===== src/rtl/supv_pkg.sv =====
// Shared types and helpers for the supervisory sequencer.
// Assumes hold codes are two bits wide and select one of four tick counts.
package supv_pkg;

    typedef enum logic [1:0] {
        HOLD_SHORT = 2'd0,
        HOLD_MED   = 2'd1,
        HOLD_LONG  = 2'd2,
        HOLD_MAX   = 2'd3
    } hold_code_e;

    // Map a hold code to its tick count.
    function automatic int unsigned pick_hold(
        input logic [1:0]  code,
        input int unsigned t0,
        input int unsigned t1,
        input int unsigned t2,
        input int unsigned t3
    );
        case (hold_code_e'(code))
            HOLD_SHORT: return t0;
            HOLD_MED:   return t1;
            HOLD_LONG:  return t2;
            default:    return t3;
        endcase
    endfunction

    // Larger of two counts, used to size counters.
    function automatic int unsigned max2(input int unsigned a, input int unsigned b);
        return (a > b) ? a : b;
    endfunction

endpackage


===== src/rtl/supv_sync_bank.sv =====
// Bank of two-flop synchronizers, one per bit.
// Assumes each bit is an independent level flag; RST_VAL gives the
// inactive level that each bit takes during reset.
module supv_sync_bank #(
    parameter int unsigned    W       = 8,
    parameter logic [W-1:0]   RST_VAL = '0
) (
    input  logic         clk,
    input  logic         rst_n,
    input  logic [W-1:0] async_i,
    output logic [W-1:0] sync_o
);

    generate
        for (genvar b = 0; b < W; b++) begin : g_bit
            logic meta_q;
            logic stab_q;

            // Two-stage capture of one asynchronous flag.
            always_ff @(posedge clk) begin
                if (!rst_n) begin
                    meta_q <= RST_VAL[b];
                    stab_q <= RST_VAL[b];
                end else begin
                    meta_q <= async_i[b];
                    stab_q <= meta_q;
                end
            end

            assign sync_o[b] = stab_q;
        end
    endgenerate

endmodule


===== src/rtl/supv_rail2_hyst.sv =====
// Qualification state for the second rail, which uses two thresholds.
// Unqualified: the rail needs the higher turn-on level to qualify.
// Qualified: it drops out only below the lower turn-off level.
// Assumes synchronized comparator inputs. The reset state is unqualified,
// so the rail counts as rising after power-up.
module supv_rail2_hyst (
    input  logic clk,
    input  logic rst_n,
    input  logic above_on,
    input  logic above_off,
    output logic fault
);

    logic ok_q;
    logic ok_d;

    // Pick the active threshold from the present qualification state.
    always_comb begin
        if (ok_q) ok_d = above_off;
        else      ok_d = above_on;
    end

    // Hold the qualification state.
    always_ff @(posedge clk) begin
        if (!rst_n) ok_q <= 1'b0;
        else        ok_q <= ok_d;
    end

    assign fault = !ok_q;

endmodule


===== src/rtl/supv_hold_timer.sv =====
// Hold timer for one held output.
// While the cause is present the counter is reloaded with the full hold
// count. Once the cause is gone it counts down on each tick. The active
// flag is registered and is high while the count is non-zero.
// Assumes load_val >= 1 and that tick is a one-cycle synchronous enable.
module supv_hold_timer #(
    parameter int unsigned CNT_W = 8
) (
    input  logic             clk,
    input  logic             rst_n,
    input  logic             tick,
    input  logic             cause,
    input  logic [CNT_W-1:0] load_val,
    output logic             active
);

    logic [CNT_W-1:0] cnt_q;
    logic [CNT_W-1:0] cnt_d;

    // Next count: reload on cause, otherwise step down on tick.
    always_comb begin
        cnt_d = cnt_q;
        if (cause)                           cnt_d = load_val;
        else if (tick && (cnt_q != '0))      cnt_d = cnt_q - 1'b1;
    end

    // Count register and registered busy flag (busy during reset).
    always_ff @(posedge clk) begin
        if (!rst_n) begin
            cnt_q  <= '0;
            active <= 1'b1;
        end else begin
            cnt_q  <= cnt_d;
            active <= (cnt_d != '0);
        end
    end

endmodule


===== src/rtl/supv_wd_pulser.sv =====
// Timed reset pulses for a watchdog fault.
// An idle pulser that sees the fault loads the pulse length. The count
// then drops on each tick whether or not the fault is still set. If the
// fault remains when the count reaches zero, a new pulse loads on the next
// cycle, which leaves exactly one idle cycle between pulses.
// Assumes len >= 1 and a synchronized fault flag.
module supv_wd_pulser #(
    parameter int unsigned CNT_W = 8
) (
    input  logic             clk,
    input  logic             rst_n,
    input  logic             tick,
    input  logic             fault,
    input  logic [CNT_W-1:0] len,
    output logic             pulse
);

    logic [CNT_W-1:0] cnt_q;

    // Start a pulse when idle, otherwise time the running one.
    always_ff @(posedge clk) begin
        if (!rst_n) begin
            cnt_q <= '0;
        end else if (cnt_q == '0) begin
            if (fault) cnt_q <= len;
        end else if (tick) begin
            cnt_q <= cnt_q - 1'b1;
        end
    end

    assign pulse = (cnt_q != '0);

endmodule


===== src/rtl/supv_seq_core.sv =====
// Supervisory shutdown and reset sequencer (top).
// Combines the rail, watchdog, manual and register causes into a held
// active-low shutdown line and a reset line. Shutdown chains into reset.
// A watchdog fault adds timed reset pulses, and in the advanced mode it
// also acts as a held shutdown cause.
// Assumes: asynchronous flags on the rail, watchdog and manual pins;
// register inputs and tick_ms already synchronous; HOLD_T* >= 1.
module supv_seq_core
    import supv_pkg::*;
#(
    parameter int unsigned HOLD_T0 = 1,
    parameter int unsigned HOLD_T1 = 10,
    parameter int unsigned HOLD_T2 = 100,
    parameter int unsigned HOLD_T3 = 200
) (
    input  logic       clk,
    input  logic       rst_n,
    input  logic       tick_ms,
    input  logic       rail1_over,
    input  logic       rail1_under,
    input  logic       rail2_above_on,
    input  logic       rail2_above_off,
    input  logic       rail3_low,
    input  logic       rail4_low,
    input  logic       wd_fault,
    input  logic       wd_adv_mode,
    input  logic       man_rst_n,
    input  logic       sw_shdn_req,
    input  logic [1:0] shdn_hold_code,
    input  logic [1:0] rst_hold_code,
    input  logic       shdn_rail_sel,
    output logic       shdn_n,
    output logic       sys_rst_n,
    output logic       drv_rail_sel
);

    localparam int unsigned MAX_T  = max2(max2(HOLD_T0, HOLD_T1), max2(HOLD_T2, HOLD_T3));
    localparam int unsigned CNT_W  = $clog2(MAX_T + 1);
    localparam int unsigned N_SYNC = 8;
    // Bit order: man_rst_n, wd_fault, rail4, rail3, r2_off, r2_on, r1_under, r1_over
    localparam logic [N_SYNC-1:0] SYNC_RST = 8'b1000_0000;

    logic [N_SYNC-1:0] flags_async;
    logic [N_SYNC-1:0] flags_s;
    logic              r1_over_s, r1_under_s, r2_on_s, r2_off_s;
    logic              r3_low_s, r4_low_s, wd_s, mr_n_s;
    logic              por_q;
    logic              rail2_fault;
    logic              shdn_cause, rst_cause;
    logic              shdn_busy, rst_busy, wd_busy;
    logic [CNT_W-1:0]  shdn_len, rst_len;

    assign flags_async = {man_rst_n, wd_fault, rail4_low, rail3_low,
                          rail2_above_off, rail2_above_on, rail1_under, rail1_over};

    supv_sync_bank #(
        .W       (N_SYNC),
        .RST_VAL (SYNC_RST)
    ) sync_i (
        .clk     (clk),
        .rst_n   (rst_n),
        .async_i (flags_async),
        .sync_o  (flags_s)
    );

    assign {mr_n_s, wd_s, r4_low_s, r3_low_s, r2_off_s, r2_on_s, r1_under_s, r1_over_s} = flags_s;

    // One-cycle power-up cause that loads both hold timers after reset.
    always_ff @(posedge clk) begin
        if (!rst_n) por_q <= 1'b1;
        else        por_q <= 1'b0;
    end

    supv_rail2_hyst rail2_i (
        .clk       (clk),
        .rst_n     (rst_n),
        .above_on  (r2_on_s),
        .above_off (r2_off_s),
        .fault     (rail2_fault)
    );

    // Hold lengths selected by the register codes.
    always_comb begin
        shdn_len = CNT_W'(pick_hold(shdn_hold_code, HOLD_T0, HOLD_T1, HOLD_T2, HOLD_T3));
        rst_len  = CNT_W'(pick_hold(rst_hold_code,  HOLD_T0, HOLD_T1, HOLD_T2, HOLD_T3));
    end

    // Held causes for each output; reset also follows the shutdown line.
    always_comb begin
        shdn_cause = por_q | r1_over_s | r1_under_s | rail2_fault
                   | (wd_s & wd_adv_mode) | sw_shdn_req;
        rst_cause  = por_q | r3_low_s | r4_low_s | !mr_n_s | !shdn_n;
    end

    supv_hold_timer #(.CNT_W(CNT_W)) shdn_tmr_i (
        .clk      (clk),
        .rst_n    (rst_n),
        .tick     (tick_ms),
        .cause    (shdn_cause),
        .load_val (shdn_len),
        .active   (shdn_busy)
    );

    supv_hold_timer #(.CNT_W(CNT_W)) rst_tmr_i (
        .clk      (clk),
        .rst_n    (rst_n),
        .tick     (tick_ms),
        .cause    (rst_cause),
        .load_val (rst_len),
        .active   (rst_busy)
    );

    supv_wd_pulser #(.CNT_W(CNT_W)) wd_i (
        .clk   (clk),
        .rst_n (rst_n),
        .tick  (tick_ms),
        .fault (wd_s),
        .len   (rst_len),
        .pulse (wd_busy)
    );

    // Glitch-free registered outputs, all asserted during reset.
    always_ff @(posedge clk) begin
        if (!rst_n) begin
            shdn_n       <= 1'b0;
            sys_rst_n    <= 1'b0;
            drv_rail_sel <= 1'b0;
        end else begin
            shdn_n       <= !shdn_busy;
            sys_rst_n    <= !(rst_busy | wd_busy);
            drv_rail_sel <= shdn_rail_sel;
        end
    end

endmodule


===== config.mk =====
export PLATFORM = sky130hd
export DESIGN_NAME = supv_seq_core
export DESIGN_NICKNAME = d
export VERILOG_FILES = /design/src/rtl/supv_pkg.sv /design/src/rtl/supv_sync_bank.sv /design/src/rtl/supv_rail2_hyst.sv /design/src/rtl/supv_hold_timer.sv /design/src/rtl/supv_wd_pulser.sv /design/src/rtl/supv_seq_core.sv
export SDC_FILE = /design/constraint.sdc
export NUM_CORES = 1
export LEC_CHECK = 0
export CELL_PAD_IN_SITES_DETAIL_PLACEMENT = 1
export CELL_PAD_IN_SITES_GLOBAL_PLACEMENT = 2
export CORE_MARGIN = 1
export CORE_UTILIZATION = 32
export DETAILED_ROUTE_END_ITERATION = 10
export PLACE_DENSITY = 0.79
export SLEW_MARGIN = 10
export SYNTH_ARGS = -nofsm -noshare
export SYNTH_HDL_FRONTEND = slang
export SYNTH_HIERARCHICAL = 1
export SYNTH_SLANG_ARGS = --single-unit
export TNS_END_PERCENT = 5

===== constraint.sdc =====
create_clock -name clk -period 2.15 [get_ports clk]
set_input_delay 0.215 -clock clk [delete_from_list [all_inputs] [get_ports clk]]
set_output_delay 0.215 -clock clk [all_outputs]
set_load 0.01 [all_outputs]

## After elaboration in Yosys (flattened, before gate mapping)

Index checks and enable logic that the tools add are counted.

| cells by class | value |
|---|---|
| equal/unequal tests | 5 |
| mux-type cells | 11 |
| bitwise logic cells | 11 |
| reduce and logical (&&, ||, !) cells | 17 |
| $add $sub $neg | 3 |

Operators with widths:

| cell | count |
|---|---|
| 2-to-1 mux 8 bit | 7 |
| case mux 8 bit (3 select lines) | 2 |
| nonzero test 8 bit | 5 |
| subtractor 8 x 1 -> 8 bit (second input constant) | 3 |
| OR 1 bit | 10 |
| logical NOT 8 bit | 1 |
| logical NOT 1 bit | 5 |
| == test 2 x 1 -> 1 bit (second input constant) | 2 |
| == test 2 bit (second input constant) | 2 |
| logical NOT 2 bit | 2 |
| logical AND 1 bit | 2 |
| 2-to-1 mux 1 bit | 2 |
| != test 2 bit (second input constant) | 1 |
| AND reduction 2 bit | 1 |
| nonzero test 2 bit | 1 |
| AND 1 bit | 1 |

| storage, ports and cells | value |
|---|---|
| input port bits | 18 |
| logic and storage cells | 73 |
| output and inout bits | 3 |
| register bits after elaboration | 47 |

## Logic depth before layout (Yosys ltp)

| depth | value |
|---|---|
| word-level depth | 7 |
| gate-level depth with buffers | 10 |

## Modules after synthesis

Netlist, hierarchy kept.

By module, submodules not included:

| module | cells each | area each (µm²) | times used | seq. area each (µm²) |
|---|---|---|---|---|
| supv_hold_timer (shdn_tmr_i) | 72 | 634.4 | 1 | 180.2 |
| supv_hold_timer (rst_tmr_i) | 78 | 624.3 | 1 | 180.2 |
| supv_wd_pulser | 70 | 554.3 | 1 | 160.2 |
| supv_sync_bank | 41 | 504.2 | 1 | 320.3 |
| supv_seq_core | 26 | 187.7 | 1 | 80.1 |
| supv_rail2_hyst | 4 | 40.0 | 1 | 20.0 |

## Least setup slack after synthesis

Ideal clock, no wire load.

| path | value |
|---|---|
| kind | flip-flop to flip-flop |
| start | register shdn_tmr_i.cnt_q[0] |
| end | register shdn_tmr_i.active |
| arrival | 2042 ps |
| path slack | -26 ps |
| path buffers | 0 |
| cell stages (with the launch flop) | 8 |
| period minus slack after synthesis | 2176 ps |
| path through | dfxtp_1 -> inv_1 -> ha_1 -> or3b_2 -> o21ai_0 -> xnor2_1 -> o2111ai_1 -> or4b_1 |

| between the ends | value |
|---|---|
| word-level cells in the longest chain between the ends | 5 |
| elaborated cells between the ends (all ways) | 6 |
| those cells by class | add/sub (1); mux (2); reduce/logical (3) |

RTL lines:

| what | RTL line | RTL |
|---|---|---|
| from (decl) | supv_hold_timer.sv:17 | `logic [CNT_W-1:0] cnt_q;` |
| from (signal assigned) | supv_hold_timer.sv:33 | `cnt_q <= cnt_d;` |
| branches (longest 2 deep; another with subtractor 8 x 1 -> 8 bit) | n/a |  |
| 2-to-1 mux 8 bit * | supv_hold_timer.sv:24 | `else if (tick && (cnt_q != '0)) cnt_d = cnt_q - 1'b1;` |
| 2-to-1 mux 8 bit * | supv_hold_timer.sv:23 | `if (cause) cnt_d = load_val;` |
| nonzero test 8 bit * | supv_hold_timer.sv:34 | `active <= (cnt_d != '0);` |
| to (signal assigned) | supv_hold_timer.sv:34 |  |
| to (decl) | supv_hold_timer.sv:14 | `output logic active` |

Mark *: on every way between the ends.
A chain may end at the register's enable or synchronous reset.

## Final worst setup path

Same ends and word-level chain as after synthesis.

==> flow_summary_export.csv <==
group,metric,value,unit
sta,finalCritPeriodShare,99.92,%
die,die_w,91.18,microns
grt,grt_pass1_vias,2231,
sta,layout_min_cycle_time,2.148,ns
sta,slew_violations,0,
placed_design,gp_congestion,0.7831,
synth,synth_area_leaders,"dfxtp_1 37%, and2_1 3.4%, and2_2 3.2%",
clock_network,cts_tree,"built",
setup_path,required,2.34,ns
pwr,p_leak,0.001189,uW
sta,hold_slack,0.4078,ns
placed_design,port_buffers,20,
pwr,powerDensity,841.9,nW/um^2
setup_path,path_class,"reg -> reg",
pwr,ir_drop,0.0004167,V
die,initial_core_util,32.93,%
worst_hold_path,hold_class,"reg -> reg",
setup_path,reg2reg_depth,7,
clock_network,clock-root-buffer,"clkbuf_8",
sta,fmax,0.4655,GHz
routing,drc,0,
grt,grt_max_degree,23,
cells_and_area,drive_gt1_share,24.39,%
routing,num_vias,2135,
synth,ys_ff_latch,47,
job,maxCapViolCount,0,
clock_network,clkTransAtPathRegs,0.10,ns
die,dieArea,8314,sq um
sta,finalSetupViolations,0,
placed_design,detailedPlacementHpwl,4599,microns
routing,viasPerCell,4.965,
setup_path,critPathMaxFanout,3,
clock_network,clk_latency,0.30,ns
clock_network,clockBufferDepth,2,
sta,slew_headroom,45.20,%
routing,firstDrtPassIters,4,
placed_design,placed_cell_area,2922,sq um
setup_path,endpoint,"shdn_tmr_i/active",
cells_and_area,stdcell_area,3112,sq um
synth,synth_top_flop_cell,"dfxtp_1",
synth,async_reset_ff_share,0,%
routing,ant_nets,0,
routing,drt_wl_total,6125,microns
die,num_rows,32,
routing,dr_wl_met3,119,microns
grt,grt_first_pass_wirelength,10590,microns
synth,synth-edff-count,0,
die,pin_count,21,
synth,synth_top_area_share,36.97,%
clock_network,h-tree-depth,2,
synth,synth_common_cells,"47 x dfxtp_1, 16 x nand2_1, 16 x nor2_1, 15 x inv_1",
synth,syn_inst,291,
synth,syn_area_per_cell,8.746,sq um
setup_path,crit_path_end_kind,"flip-flop",
setup_path,startpoint_type,"flip-flop",
die,die_h,91.18,microns
clock_network,clock-sinks,47,
setup_path,r2r-start,"shdn_tmr_i/cnt_q[0]",
run_status,status,"finished clean",
cells_and_area,nets,350,
sta,max_slew.worst_pin.slew,0.8013,ns
routing,wl_met1,2935,microns
die,core_area,7727,sq um
synth,synth_top_cell_by_area,"dfxtp_1",
synth,yosysWarnings,6,
clock_network,cts_buffers,5,
grt,grt_usage,15.79,%
routing,wl_per_cell,14.24,microns
grt,antenna_found_initial,0,
synth,syn-cell-area,2545,sq um
routing,highest_layer,"met4",
setup_path,r2r-end,"shdn_tmr_i/active",
setup_path,regToRegSetupSlack,0.002,ns
routing,drt_iter0_drc,49,
sta,tns,0,ns
routing,routed-wl-met2,3017,microns
setup_path,arrival,2.33,ns
sta,worst_slack,0.001663,ns
grt,grt_overflow,0,
cells_and_area,antenna_cells,0,
sta,rsz0062_at_grt,"true",
clock_network,cts_hold_buf,0,
synth,ys_seq_area_share,36.97,%
synth,ys_types,63,
sta,skew,0.002989,ns
sta,hold_violations,0,
setup_path,crit_path_start,"shdn_tmr_i/cnt_q[0]",
placed_design,place_ws,-0.2634,ns
cells_and_area,syn2layout_area_growth,22.27,%
synth,synth.most_common_cell,"dfxtp_1",
-- cell usage in the layout (no fill, tap or decap), drive strengths merged, types with 3 or more instances in the layout --
master and count:
a21oi 10, a31oi 5, and2 26, and2b 3, buf 27, clkbuf 5, clkdlybuf4s50 20, conb 3
dfxtp 47, ha 5, inv 18, mux2i 3, nand2 16, nand2b 5, nand3 14, nand3b 3
nor2 17, nor2b 9, nor3 10, nor3b 5, nor4 3, o211ai 7, o21a 4, o21ai 13
or3b 5, or4 3
-- sequential cells by signal, summed over array words and instances (netlist names) --
name,cells
shdn_tmr_i/cnt_q,8
drv_rail_sel,1
rst_tmr_i/cnt_q,8
rail2_i/ok_q,1
wd_i/cnt_q,8
sys_rst_n,1
sync_i/g_bit.stab_q,8
por_q,1
shdn_tmr_i/active,1
rst_tmr_i/active,1
shdn_n,1
sync_i/g_bit.meta_q,8
-- layout make-up --
type                    instances  area [sq um]
repair buffers                 47         410.4
flip-flops and latches         47         944.7
inverters                      16         62.56
clock buffers                   5         68.82
clock inverters                 3         27.53
multi-input cells             210          1470
fillers                       925          4616
well taps                     102         127.6
-- stage by stage --
step | total power, uW | instances | utilization (%)
after floorplan | 1751 | 293 | -
after global placement | 2016 | 419 | 37.81
after detailed placement | 2035 | 419 | 37.81
after CTS | 2641 | 429 | 39.67
after global routing | 2803 | 430 | 40.27
final | 2620 | 430 | 40.27
-- worst min-delay path by stage --
stage,start,end,slack (ns),depth (start not counted)
finish,shdn_tmr_i/active,shdn_n,0.41,1
global route,shdn_tmr_i/active,shdn_n,0.42,1
CTS,shdn_tmr_i/active,shdn_n,0.41,1
detailed placement,shdn_tmr_i/active,shdn_n,0.40,1
global placement,shdn_tmr_i/active,shdn_n,0.39,1
floorplan,rst_n,sync_i/g_bit[7].meta_q,0.29,1
-- repair_timing --
item,in CTS,in global routing
hold endpoints to repair,0,0
pin swaps,5,4
gates resized for setup,10,8
setup buffers,2,1
setup endpoints to repair,1,2
-- power breakdown --
part           switching (uW)  internal, uW
registers                 101           961
clock network             340           242
logic                     513           462
total                     955          1670
-- logic make-up after synthesis --
group / count (synthesis) / share of synthesized area [%]
simple gates: 134 / 32.50
compound gates: 61 / 17.55
flops: 47 / 36.97
buf+inv: 36 / 7.816
fa+ha+maj: 5 / 2.458
xor+xnor: 4 / 1.377
mux: 3 / 1.180
other cells: 1 / 0.1474
-- worst max-delay path: stages (launching register included) --
cell       delay (ns)
dfxtp_2          0.34
inv_2            0.07
ha_4             0.13
or3b_4           0.40
o21a_1           0.19
a221oi_2         0.26
o2111ai_2        0.16
or4b_1           0.48
-- per-layer routing --
layer / up-vias / global-route usage (%)
li1: 1094 / -
met1: 1019 / 19.60
met2: 18 / 28.22
met3: 4 / 2.596
met4: 0 / 3.968
met5: - / 0
No activity file was read; power rests on OpenSTA's default activity.
